### src/rtl/sdcf_pkg.sv
// Shared command type for the SDRAM command front end.
// Assumes three-bit encoding is sufficient for all decoded commands.
package sdcf_pkg;
    typedef enum logic [2:0] {
        CMD_NOP = 3'd0,
        CMD_ACT = 3'd1,
        CMD_RD  = 3'd2,
        CMD_WR  = 3'd3,
        CMD_PRE = 3'd4,
        CMD_REF = 3'd5,
        CMD_MRS = 3'd6
    } sdcf_cmd_e;
endpackage

### src/rtl/sdcf_decode.sv
// Combinational strobe decoder: maps the four active-low strobes to a
// command code. Assumes inputs are already sampled at the clock edge.
module sdcf_decode
    import sdcf_pkg::*;
(
    input  logic      cs_n,
    input  logic      ras_n,
    input  logic      cas_n,
    input  logic      we_n,
    output sdcf_cmd_e cmd
);
    // Map strobe pattern to command; deselected chip masks everything.
    always_comb begin
        if (cs_n) begin
            cmd = CMD_NOP;
        end else begin
            unique case ({ras_n, cas_n, we_n})
                3'b011:  cmd = CMD_ACT;
                3'b010:  cmd = CMD_PRE;
                3'b101:  cmd = CMD_RD;
                3'b100:  cmd = CMD_WR;
                3'b001:  cmd = CMD_REF;
                3'b000:  cmd = CMD_MRS;
                default: cmd = CMD_NOP;
            endcase
        end
    end
endmodule

### src/rtl/sdcf_bank.sv
// One bank's state: idle/active flag plus its open row.
// Assumes open and close requests are already gated by legality and
// suspension; open wins if both arrive together.
module sdcf_bank #(
    parameter int ROW_W = 12
) (
    input  logic             clk,
    input  logic             rst_n,
    input  logic             open_req,
    input  logic             close_req,
    input  logic [ROW_W-1:0] row_in,
    output logic             active,
    output logic [ROW_W-1:0] row
);
    // Track open/idle state and latch the row on open.
    always_ff @(posedge clk) begin
        if (!rst_n) begin
            active <= 1'b0;
            row    <= '0;
        end else if (open_req) begin
            active <= 1'b1;
            row    <= row_in;
        end else if (close_req) begin
            active <= 1'b0;
        end
    end
endmodule

### src/rtl/sdcf_mode_reg.sv
// Loadable op-code register used for both mode registers.
// Assumes the load request is already gated by suspension.
module sdcf_mode_reg #(
    parameter int W = 12
) (
    input  logic         clk,
    input  logic         rst_n,
    input  logic         load,
    input  logic [W-1:0] din,
    output logic [W-1:0] q
);
    // Capture op-code on load; cleared by reset.
    always_ff @(posedge clk) begin
        if (!rst_n)    q <= '0;
        else if (load) q <= din;
    end
endmodule

### src/rtl/sdram_cmd_front.sv
// Device-side SDRAM command front end: decodes sampled strobes, checks
// legality against per-bank state, tracks open rows, mode registers,
// clock-enable suspension and power-down. Assumes ADDR_W covers both the
// row field and the auto-precharge bit.
module sdram_cmd_front
    import sdcf_pkg::*;
#(
    parameter int NBANK  = 4,
    parameter int ADDR_W = 12,
    parameter int ROW_W  = 12,
    parameter int COL_W  = 8,
    parameter int AP_BIT = 8,
    localparam int BA_W  = $clog2(NBANK)
) (
    input  logic                   clk,
    input  logic                   rst_n,
    input  logic                   cke,
    input  logic                   cs_n,
    input  logic                   ras_n,
    input  logic                   cas_n,
    input  logic                   we_n,
    input  logic [BA_W-1:0]        ba,
    input  logic [ADDR_W-1:0]      addr,
    output logic                   cmd_vld,
    output logic                   cmd_err,
    output logic [2:0]             cmd_code,
    output logic [BA_W-1:0]        cmd_bank,
    output logic [ROW_W-1:0]       cmd_row,
    output logic [COL_W-1:0]       cmd_col,
    output logic                   cmd_ap,
    output logic [NBANK-1:0]       bank_active,
    output logic [NBANK*ROW_W-1:0] bank_row,
    output logic [ADDR_W-1:0]      mode_reg,
    output logic [ADDR_W-1:0]      ext_mode_reg,
    output logic                   pwr_down
);
    sdcf_cmd_e        dec;
    logic             susp_q;
    logic             run;
    logic             is_col;
    logic             ap_bit;
    logic             sel_active;
    logic             bad_act;
    logic             bad_col;
    logic             illegal;
    logic             accept;
    logic [NBANK-1:0] open_req;
    logic [NBANK-1:0] close_req;
    logic [NBANK-1:0] next_active;
    logic             ld_mode;
    logic             ld_ext;

    sdcf_decode u_dec (
        .cs_n  (cs_n),
        .ras_n (ras_n),
        .cas_n (cas_n),
        .we_n  (we_n),
        .cmd   (dec)
    );

    assign run        = ~susp_q;
    assign is_col     = (dec == CMD_RD) || (dec == CMD_WR);
    assign ap_bit     = addr[AP_BIT];
    assign sel_active = bank_active[ba];
    assign bad_act    = (dec == CMD_ACT) && sel_active;
    assign bad_col    = is_col && !sel_active;
    assign illegal    = bad_act || bad_col;
    assign accept     = run && !illegal && (dec != CMD_NOP);

    // Per-bank request generation and state instances.
    for (genvar b = 0; b < NBANK; b++) begin : g_bank
        logic hit;
        assign hit = (ba == BA_W'(b));
        assign open_req[b]  = accept && (dec == CMD_ACT) && hit;
        assign close_req[b] = accept &&
                              (((dec == CMD_PRE) && (ap_bit || hit)) ||
                               (is_col && ap_bit && hit));
        assign next_active[b] = open_req[b] || (bank_active[b] && !close_req[b]);

        sdcf_bank #(.ROW_W(ROW_W)) u_bank (
            .clk       (clk),
            .rst_n     (rst_n),
            .open_req  (open_req[b]),
            .close_req (close_req[b]),
            .row_in    (addr[ROW_W-1:0]),
            .active    (bank_active[b]),
            .row       (bank_row[b*ROW_W +: ROW_W])
        );
    end

    assign ld_mode = accept && (dec == CMD_MRS) && (ba == BA_W'(0));
    assign ld_ext  = accept && (dec == CMD_MRS) && (ba == BA_W'(1));

    sdcf_mode_reg #(.W(ADDR_W)) u_mode (
        .clk   (clk),
        .rst_n (rst_n),
        .load  (ld_mode),
        .din   (addr),
        .q     (mode_reg)
    );

    sdcf_mode_reg #(.W(ADDR_W)) u_ext_mode (
        .clk   (clk),
        .rst_n (rst_n),
        .load  (ld_ext),
        .din   (addr),
        .q     (ext_mode_reg)
    );

    // Suspension flag: a low clock enable freezes the following edge.
    always_ff @(posedge clk) begin
        if (!rst_n) susp_q <= 1'b0;
        else        susp_q <= ~cke;
    end

    // Power-down: entered on an unfrozen low-enable edge with all banks idle.
    always_ff @(posedge clk) begin
        if (!rst_n)      pwr_down <= 1'b0;
        else if (cke)    pwr_down <= 1'b0;
        else if (run)    pwr_down <= ~|next_active;
    end

    // Registered command outputs, held while suspended.
    always_ff @(posedge clk) begin
        if (!rst_n) begin
            cmd_vld  <= 1'b0;
            cmd_err  <= 1'b0;
            cmd_code <= CMD_NOP;
            cmd_bank <= '0;
            cmd_row  <= '0;
            cmd_col  <= '0;
            cmd_ap   <= 1'b0;
        end else if (run) begin
            cmd_vld  <= accept;
            cmd_err  <= illegal;
            cmd_code <= dec;
            cmd_bank <= ba;
            cmd_row  <= addr[ROW_W-1:0];
            cmd_col  <= addr[COL_W-1:0];
            cmd_ap   <= is_col && ap_bit;
        end
    end
endmodule

### config.mk
export PLATFORM = sky130hd
export DESIGN_NAME = sdram_cmd_front
export DESIGN_NICKNAME = d
export VERILOG_FILES = /design/src/rtl/sdcf_pkg.sv /design/src/rtl/sdcf_decode.sv /design/src/rtl/sdcf_bank.sv /design/src/rtl/sdcf_mode_reg.sv /design/src/rtl/sdram_cmd_front.sv
export SDC_FILE = /design/constraint.sdc
export NUM_CORES = 1
export LEC_CHECK = 0
export BUFFER_PORTS_ARGS = -buffer_cell sky130_fd_sc_hd__buf_2
export CAP_MARGIN = 15
export CORE_MARGIN = 5
export CORE_UTILIZATION = 45
export CTS_CLUSTER_DIAMETER = 40
export CTS_CLUSTER_SIZE = 14
export DETAILED_ROUTE_END_ITERATION = 10
export PLACE_DENSITY = 0.77
export SYNTH_ARGS = -nofsm -noshare
export SYNTH_HDL_FRONTEND = slang
export SYNTH_HIERARCHICAL = 1
export SYNTH_SLANG_ARGS = --single-unit
### constraint.sdc
create_clock -name clk -period 2.4 [get_ports clk]
set_input_delay 0 -clock clk [delete_from_list [all_inputs] [get_ports clk]]
set_output_delay 0 -clock clk [all_outputs]
set_load 0.01 [all_outputs]
==> results.json, run 1 <==
{
  "status": "finished, final reports clean",
  "vdd_drop_max_mv": 0.393,
  "first_iter_violations": 99,
  "fin_crit_sh_pct": 91.0,
  "synth_adder_area_share_pct": 0,
  "synth_xor_area_share_pct": 0,
  "die_w_um": 106,
  "placed_cell_area_sq_um": 4710,
  "wl_per_cell_um": 16.2,
  "yosysMostFrequentCell": "dfxtp_1",
  "grt_remaining_overflow": 0,
  "cap_violations": 0,
  "synthCells": 374,
  "antennaDiodeCount": 0,
  "die-area_sq_um": 11100,
  "synth_commonest_cells": "dfxtp_1 (98), nor2b_1 (97), mux2i_1 (93)",
  "die_h_um": 106,
  "drive_gt1_share_pct": 31.5,
  "initial_utilization_pct": 46.7,
  "fin_worst_skew_ns": 0.0171,
  "criticalPathCategory": "reg -> reg",
  "slew_headroom_pct": 39.6,
  "core_area_sq_um": 8810,
  "grt_use_total_pct": 18.0,
  "synth.distinct_cells": 32,
  "yosys.area_share.simple_pct": 18.4,
  "numCtsBuffers": 9,
  "worst_ep_required_time_ns": 2.66,
  "drtAntennaViolNets": 0,
  "fin_setup_tns_ns": 0,
  "worstReg2RegStart": "g_bank[3].u_bank/active$_SDFFE_PN0P_",
  "core.rowCount": 34,
  "r2r_end": "g_bank[2].u_bank/row[5]$_SDFFE_PN0P_",
  "grt_max_degree": 66,
  "powerDensity_nw_per_um2": 612,
  "place.gp.congestion": 0.797,
  "hpwl_um": 7200,
  "port_buffers": 125,
  "finalCriticalPeriod_ns": 2.18,
  "synth_top_family_by_area": "multiplexers",
  "worstSetupStartpointType": "flip-flop",
  "ioPinCount": 126,
  "path_clk_slew_ns": 0.10,
  "syn_nets": 395,
  "worst-path-max-fanout": 13,
  "cts.repair.resized": 0,
  "clk_latency_ns": 0.36,
  "max_freq_mhz": 458,
  "tightest_slew_ns": 0.898,
  "synth_edf_count": 0,
  "avgViaCountPerCell": 5.00,
  "p_leak_nw": 2.05,
  "critPathLaunch": "g_bank[3].u_bank/active$_SDFFE_PN0P_",
  "worst-r2r-cell-count": 7,
  "cts_tree": "yes",
  "fin_util_pct": 56.3,
  "hold_viol": 0,
  "slew_viol_final": 0,
  "netlist_area_sq_um": 4110,
  "place_inst": 586,
  "synthMuxAreaShare_pct": 23.2,
  "synth-seq-cells": 98,
  "setup_viol": 0,
  "synthFlopType": "dfxtp_1",
  "stdcell_count": 607,
  "hold_ws_ns": 0.0215,
  "synthArstFlopShare_pct": 0,
  "layout.nets": 515,
  "cts_buffer_depth": 2,
  "cts_setup_buffers": 0,
  "ys_seq_area_share_pct": 47.7,
  "dr_total_vias": 3037,
  "grt_pass1_vias": 3088,
  "fillCellCount": 803,
  "synth_compound_area_share_pct": 3.68,
  "syn2layout_area_growth_pct": 20.6,
  "yosysWarningCount": 6,
  "dr.pass1.iters": 4,
  "reg2reg_slack_ns": 0.22,
  "cts_root_buf": "clkbuf_8",
  "worstHoldPathType": "in -> reg",
  "worstPathArrival_ns": 2.45,
  "antenna_found_initial": 0,
  "final_area_sq_um": 4960,
  "drc_errors": 0,
  "grt_pass1_wl_um": 16300,
  "htreeDepth": 3,
  "crit_path_end_kind": "flip-flop",
  "postCtsHoldBufs": 5,
  "rsz0062_at_grt": "false",
  "synth_area_leaders": "dfxtp_1 (48%), mux2i_1 (23%), nor2b_1 (15%), buf_12 (1.9%), buf_6 (1.9%)",
  "clock_sinks": 98,
  "setup.worst_path.end": "g_bank[2].u_bank/row[5]$_SDFFE_PN0P_",
  "synth_top_cell_area_share_pct": 47.7,
  "avgSynthCellArea_sq_um": 11.0,
  "totalWireLength_um": 9820,
  "yosysTopAreaCell": "dfxtp_1"
}
[where the power goes]
group          switching, mW  internal, mW  total, mW
logic                  0.151         0.122      0.273
registers             0.0187          1.66       1.68
clock network          0.587         0.496       1.08
total                  0.757          2.28       3.03
[routing by layer]
metal  track usage (%)  share of wire (%)  vias up
li1                  -                  -     1488
met1              22.9                 44     1431
met2              29.4                 47      109
met3              4.46                6.9        9
met4              7.40                1.5        0
met5                 0                  0        -
[kinds of logic (layout without fill, tap and decap cells)]
group | count (synthesis) | after routing
simple gates | 125 | 125
flops | 98 | 98
mux | 94 | 94
buf+inv | 37 | 162
compound gates | 20 | 20
[flip-flops by register name (all words and copies together) (netlist names)]
register / flops
cmd_ap: 1
cmd_bank: 2
cmd_code: 3
cmd_err: 1
cmd_row: 12
cmd_vld: 1
g_bank.u_bank/active: 4
g_bank.u_bank/row: 48
pwr_down: 1
susp_q: 1
u_ext_mode/q: 12
u_mode/q: 12
[how the worst min path moves through the flow]
stage / from / slack (ns) / cells after the start / endpoint
after floorplan: rst_n / 0.13 / 1 / g_bank[0].u_bank/row[10]$_SDFFE_PN0P_
after global placement: cke / 0.33 / 3 / susp_q$_SDFF_PN0_
after detailed placement: cke / 0.33 / 3 / susp_q$_SDFF_PN0_
after CTS: addr[0] / 0.001 / 3 / cmd_row[0]$_SDFFE_PN0N_
after global routing: addr[7] / 0.03 / 3 / u_mode/q[7]$_SDFFE_PN0P_
final: addr[1] / 0.02 / 3 / u_ext_mode/q[1]$_SDFFE_PN0P_
[cell usage in the layout, fill, tap and decap left out, drive strengths merged, types with 2 or more instances in the layout]
cell	count
a211oi	3
a21oi	3
buf	136
clkbuf	10
dfxtp	98
dlygate4sd3	5
inv	8
mux2i	93
nand2	5
nand2b	2
nand3	2
nand4	2
nor2	7
nor2b	97
nor3	5
nor3b	2
o2111ai	2
o21a	5
o21ai	3
[critical path: stages, from the launching register on]
cell,delay (ns)
dfxtp_1,0.35
mux4_2,0.56
nor4_1,0.27
nand2_1,0.20
nor2_1,0.14
buf_4,0.27
mux2i_1,0.24
nor2b_1,0.06
[cell type report]
type	count	area [sq um]	area share [%]
clock buffer	10	128	2.57
clock inverter	6	71.3	1.44
inverter	5	18.8	0.379
multi-input combinational	239	1870	37.8
sequential	98	1960	39.6
tap	108	135	2.73
timing repair buffer	141	771	15.5
[per-stage QoR]
stage / worst slack, ns / total power, mW
6_report: 0.216 / 3.03
5_1_grt: 0.0779 / 3.16
4_1_cts: 0.226 / 3.07
3_5_place_dp: 0.246 / 1.98
3_3_place_gp: 0.306 / 1.98
2_1_floorplan: 0.335 / 1.88
Note: power is estimated with default switching activity, not from simulation.
==> run 2, diff against run 1 <==
--- a/config.mk
+++ b/config.mk
@@ -7,7 +7,6 @@
 export LEC_CHECK = 0
 export BUFFER_PORTS_ARGS = -buffer_cell sky130_fd_sc_hd__buf_2
 export CAP_MARGIN = 15
-export CORE_MARGIN = 5
 export CORE_UTILIZATION = 45
 export CTS_CLUSTER_DIAMETER = 40
 export CTS_CLUSTER_SIZE = 14
==> run 2 against run 1 <==
Net effect:
- worst setup slack worse by 0.00072 ns
- wire length down 5.2%
- global-route usage up 2.0 points
- clock power down 9%
- critical path depth unchanged
- hold slack better by 0.00093 ns
- largest cell class unchanged
==> results.json, run 2 (same netlist as run 1, synthesis figures left out) <==
{
  "status": "finished, final reports clean",
  "fillCellCount": 816,
  "cts_tree": "yes",
  "place.gp.congestion": 0.779,
  "worst-path-max-fanout": 10,
  "largest_reg_flops": 48,
  "cap_violations": 0,
  "setup_viol": 0,
  "grt_pass1_vias": 2794,
  "wl_per_cell_um": 15.4,
  "die_h_um": 97.6,
  "p_leak_nw": 2.02,
  "port_buffers": 125,
  "layout.nets": 513,
  "avgViaCountPerCell": 4.94,
  "final_common_cell": "buf_2",
  "htreeDepth": 3,
  "core_area_sq_um": 8760,
  "core.rowCount": 34,
  "criticalPathCategory": "reg -> reg",
  "clock_sinks": 98,
  "placed_cell_area_sq_um": 4700,
  "fin_setup_tns_ns": 0,
  "worstSetupStartpointType": "flip-flop",
  "worstHoldPathType": "in -> reg",
  "cts_setup_buffers": 0,
  "tightest_slew_ns": 0.516,
  "drive_gt1_share_pct": 31.8,
  "totalWireLength_um": 9310,
  "slew_viol_final": 0,
  "worstPathArrival_ns": 2.45,
  "initial_utilization_pct": 46.9,
  "hold_viol": 0,
  "regMostFlops": "g_bank.u_bank/row",
  "max_freq_mhz": 458,
  "cts_buffer_depth": 2,
  "ioPinCount": 126,
  "hold_depth": 3,
  "first_iter_violations": 124,
  "grt_remaining_overflow": 0,
  "crit_path_end_kind": "flip-flop",
  "worst-r2r-cell-count": 7,
  "slew_headroom_pct": 65.6,
  "hpwl_um": 6520,
  "syn2layout_area_growth_pct": 19.3,
  "pre_cts_slack_ns": 0.0997,
  "die_w_um": 97.6,
  "layout_common_cells": "buf_2 (125), dfxtp_1 (98), nor2b_1 (97)",
  "powerDensity_nw_per_um2": 596,
  "grt_max_degree": 67,
  "fin_worst_skew_ns": 0.0129,
  "final_area_sq_um": 4910,
  "antenna_found_initial": 0,
  "rsz0062_at_grt": "false",
  "path_clk_slew_ns": 0.10,
  "numCtsBuffers": 9,
  "cts_root_buf": "clkbuf_8",
  "worst_ep_required_time_ns": 2.67,
  "worst_slack_ns": 0.216,
  "grt_pass1_wl_um": 15000,
  "fin_crit_sh_pct": 91.0,
  "clk_latency_ns": 0.37,
  "finalCriticalPeriod_ns": 2.18,
  "dr.pass1.iters": 4,
  "stdcell_count": 605,
  "hold_ws_ns": 0.0225,
  "grt_use_total_pct": 20.0,
  "drc_errors": 0,
  "vdd_drop_max_mv": 0.276,
  "place_inst": 587,
  "antennaDiodeCount": 0,
  "drtAntennaViolNets": 0,
  "die-area_sq_um": 9520,
  "dr_total_vias": 2986
}
==> run 2: final timing paths <==
| kind | startpoint | to | slack (ns) |
|---|---|---|---|
| hold / removal | addr[10] | g_bank[3].u_bank/row[10]$_SDFFE_PN0P_ | 0.02 |
| setup / recovery | g_bank[2].u_bank/active$_SDFFE_PN0P_ | g_bank[0].u_bank/row[0]$_SDFFE_PN0P_ | 0.22 |
| setup reg to reg | g_bank[2].u_bank/active$_SDFFE_PN0P_ | g_bank[0].u_bank/row[0]$_SDFFE_PN0P_ | 0.22 |
| hold reg to reg | pwr_down$_SDFFE_PP0N_ | pwr_down$_SDFFE_PP0N_ | 0.46 |
==> run 2: final cells by class <==
class                      instances  area (sq um)  share of cell area (%)
clock inverter                     6          51.3                    1.05
clock buffer                      10           128                    2.60
inverter                           5          18.8                   0.383
multi-input combinational        239          1880                    38.2
sequential                        98          1960                    40.0
tap                              108           135                    2.75
timing repair buffer             139           736                    15.0
==> run 2: routing by layer <==
metal  global-route usage [%]  wire [um]  vias to the layer above  share of wire (%)
met2                     30.7       4320                       88                 46
met3                     4.39        472                       14                5.1
met1                     26.9       4360                     1409                 47
li1                         -          -                     1475                  -
met5                        0          0                        -                  0
met4                     9.05        166                        0                1.8
==> run 2: repair_timing <==
action | CTS | global route
endpoints found under the hold margin | 3 | 0
setup endpoints to repair | 0 | 24
gates resized for setup | 0 | 1
hold buffers | 2 | 0
==> run 2: through the flow <==
stage	power [mW]	util [%]
6_report	2.92	56.0
5_1_grt	3.07	56.0
4_1_cts	2.96	55.9
3_5_place_dp	1.98	53.6
3_3_place_gp	1.98	53.6
2_1_floorplan	1.88	-
==> run 2: report_power, final <==
part	internal (mW)	total (mW)	switching [mW]	leakage, nW
Sequential	1.66	1.68	0.0191	0.795
Clock	0.390	0.979	0.590	0.0810
Combinational	0.118	0.268	0.150	1.14
Total	2.17	2.92	0.759	2.02
==> run 2: worst max-delay path, cell delays in order (launching register included) <==
cell     delay (ns)
dfxtp_1        0.37
mux4_2         0.57
nor4_2         0.25
nand2_1        0.17
nor3_2         0.19
buf_4          0.26
mux2i_1        0.21
nor2b_1        0.07
==> run 3, diff against run 2 <==
--- a/config.mk
+++ b/config.mk
@@ -7,11 +7,11 @@
 export LEC_CHECK = 0
 export BUFFER_PORTS_ARGS = -buffer_cell sky130_fd_sc_hd__buf_2
 export CAP_MARGIN = 15
-export CORE_UTILIZATION = 45
+export CORE_UTILIZATION = 50
 export CTS_CLUSTER_DIAMETER = 40
 export CTS_CLUSTER_SIZE = 14
 export DETAILED_ROUTE_END_ITERATION = 10
-export PLACE_DENSITY = 0.77
+export PLACE_DENSITY = 0.84
 export SYNTH_ARGS = -nofsm -noshare
 export SYNTH_HDL_FRONTEND = slang
 export SYNTH_HIERARCHICAL = 1
==> run 3 against run 2 <==
Net effect:
- sequential power about the same
- combinational power about the same
- worst setup slack worse by 0.057 ns
- wire length fell by 0.83%
- register-to-register slack lost 0.06 ns
- highest routed layer unchanged
==> results.json, run 3 (same netlist as run 1, synthesis figures left out) <==
{
  "fin_worst_skew_ns": 0.00694,
  "path_clk_slew_ns": 0.09,
  "final_common_cell": "buf_2",
  "reg2reg_slack_ns": 0.16,
  "hold_viol": 0,
  "crit_path_end_kind": "flip-flop",
  "drtAntennaViolNets": 0,
  "grt_pass1_vias": 2768,
  "die_w_um": 92.7,
  "setup_viol": 0,
  "cp.depth": 7,
  "hold_depth": 3,
  "place.gp.congestion": 0.873,
  "worstReg2RegStart": "g_bank[3].u_bank/active$_SDFFE_PN0P_",
  "worst_ep_required_time_ns": 2.65,
  "syn2layout_area_growth_pct": 20.3,
  "slew_headroom_pct": 69.9,
  "fin_crit_sh_pct": 93.4,
  "cts_buffer_depth": 2,
  "crit_buf_inv": 1,
  "placed_cell_area_sq_um": 4700,
  "vdd_drop_max_mv": 0.345,
  "htreeDepth": 3,
  "core.rowCount": 32,
  "finalCriticalPeriod_ns": 2.24,
  "worstSetupStartpointType": "flip-flop",
  "dr.pass1.iters": 4,
  "initial_utilization_pct": 52.4,
  "grt_max_degree": 54,
  "max_freq_mhz": 446,
  "finalPower_mw": 3.11,
  "worst_slack_ns": 0.159,
  "dr_total_vias": 3013,
  "critPathLaunch": "g_bank[3].u_bank/active$_SDFFE_PN0P_",
  "wl_per_cell_um": 15.4,
  "criticalPathCategory": "reg -> reg",
  "worstPathArrival_ns": 2.49,
  "die_h_um": 92.7,
  "clock_sinks": 98,
  "cts_root_buf": "clkbuf_8",
  "p_leak_nw": 2.05,
  "layout_common_cells": "buf_2 (125), dfxtp_1 (98), nor2b_1 (97)",
  "path_cells": "mux4_2 > nor4_2 > nand2_1 > nor2_1 > buf_4 > mux2i_1 > nor2b_1",
  "hpwl_um": 6380,
  "r2r_end": "g_bank[1].u_bank/row[7]$_SDFFE_PN0P_",
  "largest_reg_flops": 48,
  "worst-r2r-cell-count": 7,
  "powerDensity_nw_per_um2": 630,
  "port_buffers": 125,
  "antenna_found_initial": 0,
  "setup.worst_path.end": "g_bank[1].u_bank/row[7]$_SDFFE_PN0P_",
  "numCtsBuffers": 9,
  "avgViaCountPerCell": 5.02,
  "regMostFlops": "g_bank.u_bank/row",
  "final_area_sq_um": 4950,
  "totalWireLength_um": 9240,
  "die-area_sq_um": 8590,
  "fillCellCount": 659,
  "status": "finished, final reports clean",
  "grt_remaining_overflow": 0,
  "cts_setup_buffers": 0,
  "slowest_stage": "mux4_2",
  "max_stage_delay_ns": 0.57,
  "fin_setup_tns_ns": 0,
  "grt_use_total_pct": 21.2,
  "drive_gt1_share_pct": 31.9,
  "cts_tree": "yes",
  "worstHoldPathType": "in -> reg",
  "antennaDiodeCount": 0,
  "clk_latency_ns": 0.35,
  "layout.nets": 514,
  "core_area_sq_um": 7850,
  "rsz0062_at_grt": "false",
  "grt_pass1_wl_um": 14200,
  "ioPinCount": 126,
  "pre_cts_slack_ns": 0.146,
  "first_iter_violations": 123,
  "tightest_slew_ns": 0.449,
  "cap_violations": 0,
  "slew_viol_final": 0,
  "drc_errors": 0,
  "worst-path-max-fanout": 10,
  "crit_family": "multiplexers"
}
run 3: cell types whose count changed in the layout (fill, tap and decap cells not counted), sizes merged:
cell,before,now
clkinvlp,3,1
clkbuf,10,11
bufinv,0,2
clkinv,1,2
inv,7,5
buf,137,138
run 3: how the worst min path moves through the flow:
stage,startpoint,end
after global placement,rst_n,susp_q$_SDFF_PN0_
after global routing,addr[9],u_mode/q[9]$_SDFFE_PN0P_
after CTS,addr[9],u_mode/q[9]$_SDFFE_PN0P_
after detailed placement,rst_n,susp_q$_SDFF_PN0_
final,addr[9],u_mode/q[9]$_SDFFE_PN0P_
after floorplan,rst_n,g_bank[0].u_bank/row[10]$_SDFFE_PN0P_
run 3: power by group:
group / internal [mW] / total, mW / switching, mW
Sequential: 1.66 / 1.68 / 0.0200
Clock: 0.613 / 1.17 / 0.552
Combinational: 0.119 / 0.270 / 0.151
Total: 2.39 / 3.11 / 0.724
run 3: metal layers:
layer	track usage, %	wire [um]	up-vias
li1	-	-	1486
met1	29.2	4270	1416
met2	33.6	4310	102
met3	3.20	513	9
met4	8.08	138	0
met5	0	0	-
run 3: worst min-delay path: cells and delay by family:
family / cells / cell delay, ns
buf+inv: 1 / 0.15
mux: 1 / 0.13
simple gates: 1 / 0.06
run 3: per-stage QoR:
step | utilization (%) | hold WS [ns] | std cells
floorplan | - | 0.128 | 374
global placement | 59.9 | 0.293 | 582
detailed placement | 59.9 | 0.300 | 582
CTS | 62.9 | 0.0127 | 600
global route | 63.0 | 0.0178 | 600
finish | 63.0 | 0.0249 | 600
run 3: cell type report:
| cell class | count | area [sq um] | area share [%] |
|---|---|---|---|
| Sequential cell | 98 | 1960 | 39.7 |
| Multi-Input combinational cell | 239 | 1880 | 37.9 |
| Timing Repair Buffer | 140 | 743 | 15.0 |
| Clock buffer | 11 | 141 | 2.86 |
| Tap cell | 102 | 128 | 2.58 |
| Clock inverter | 5 | 77.6 | 1.57 |
| Inverter | 5 | 18.8 | 0.379 |
run 3: what timing repair did:
item | 4_1_cts | 5_1_grt
resized for setup | 0 | 1
hold buffers | 2 | 0
endpoints found under the hold margin | 2 | 0
endpoints found under the setup margin | 0 | 7
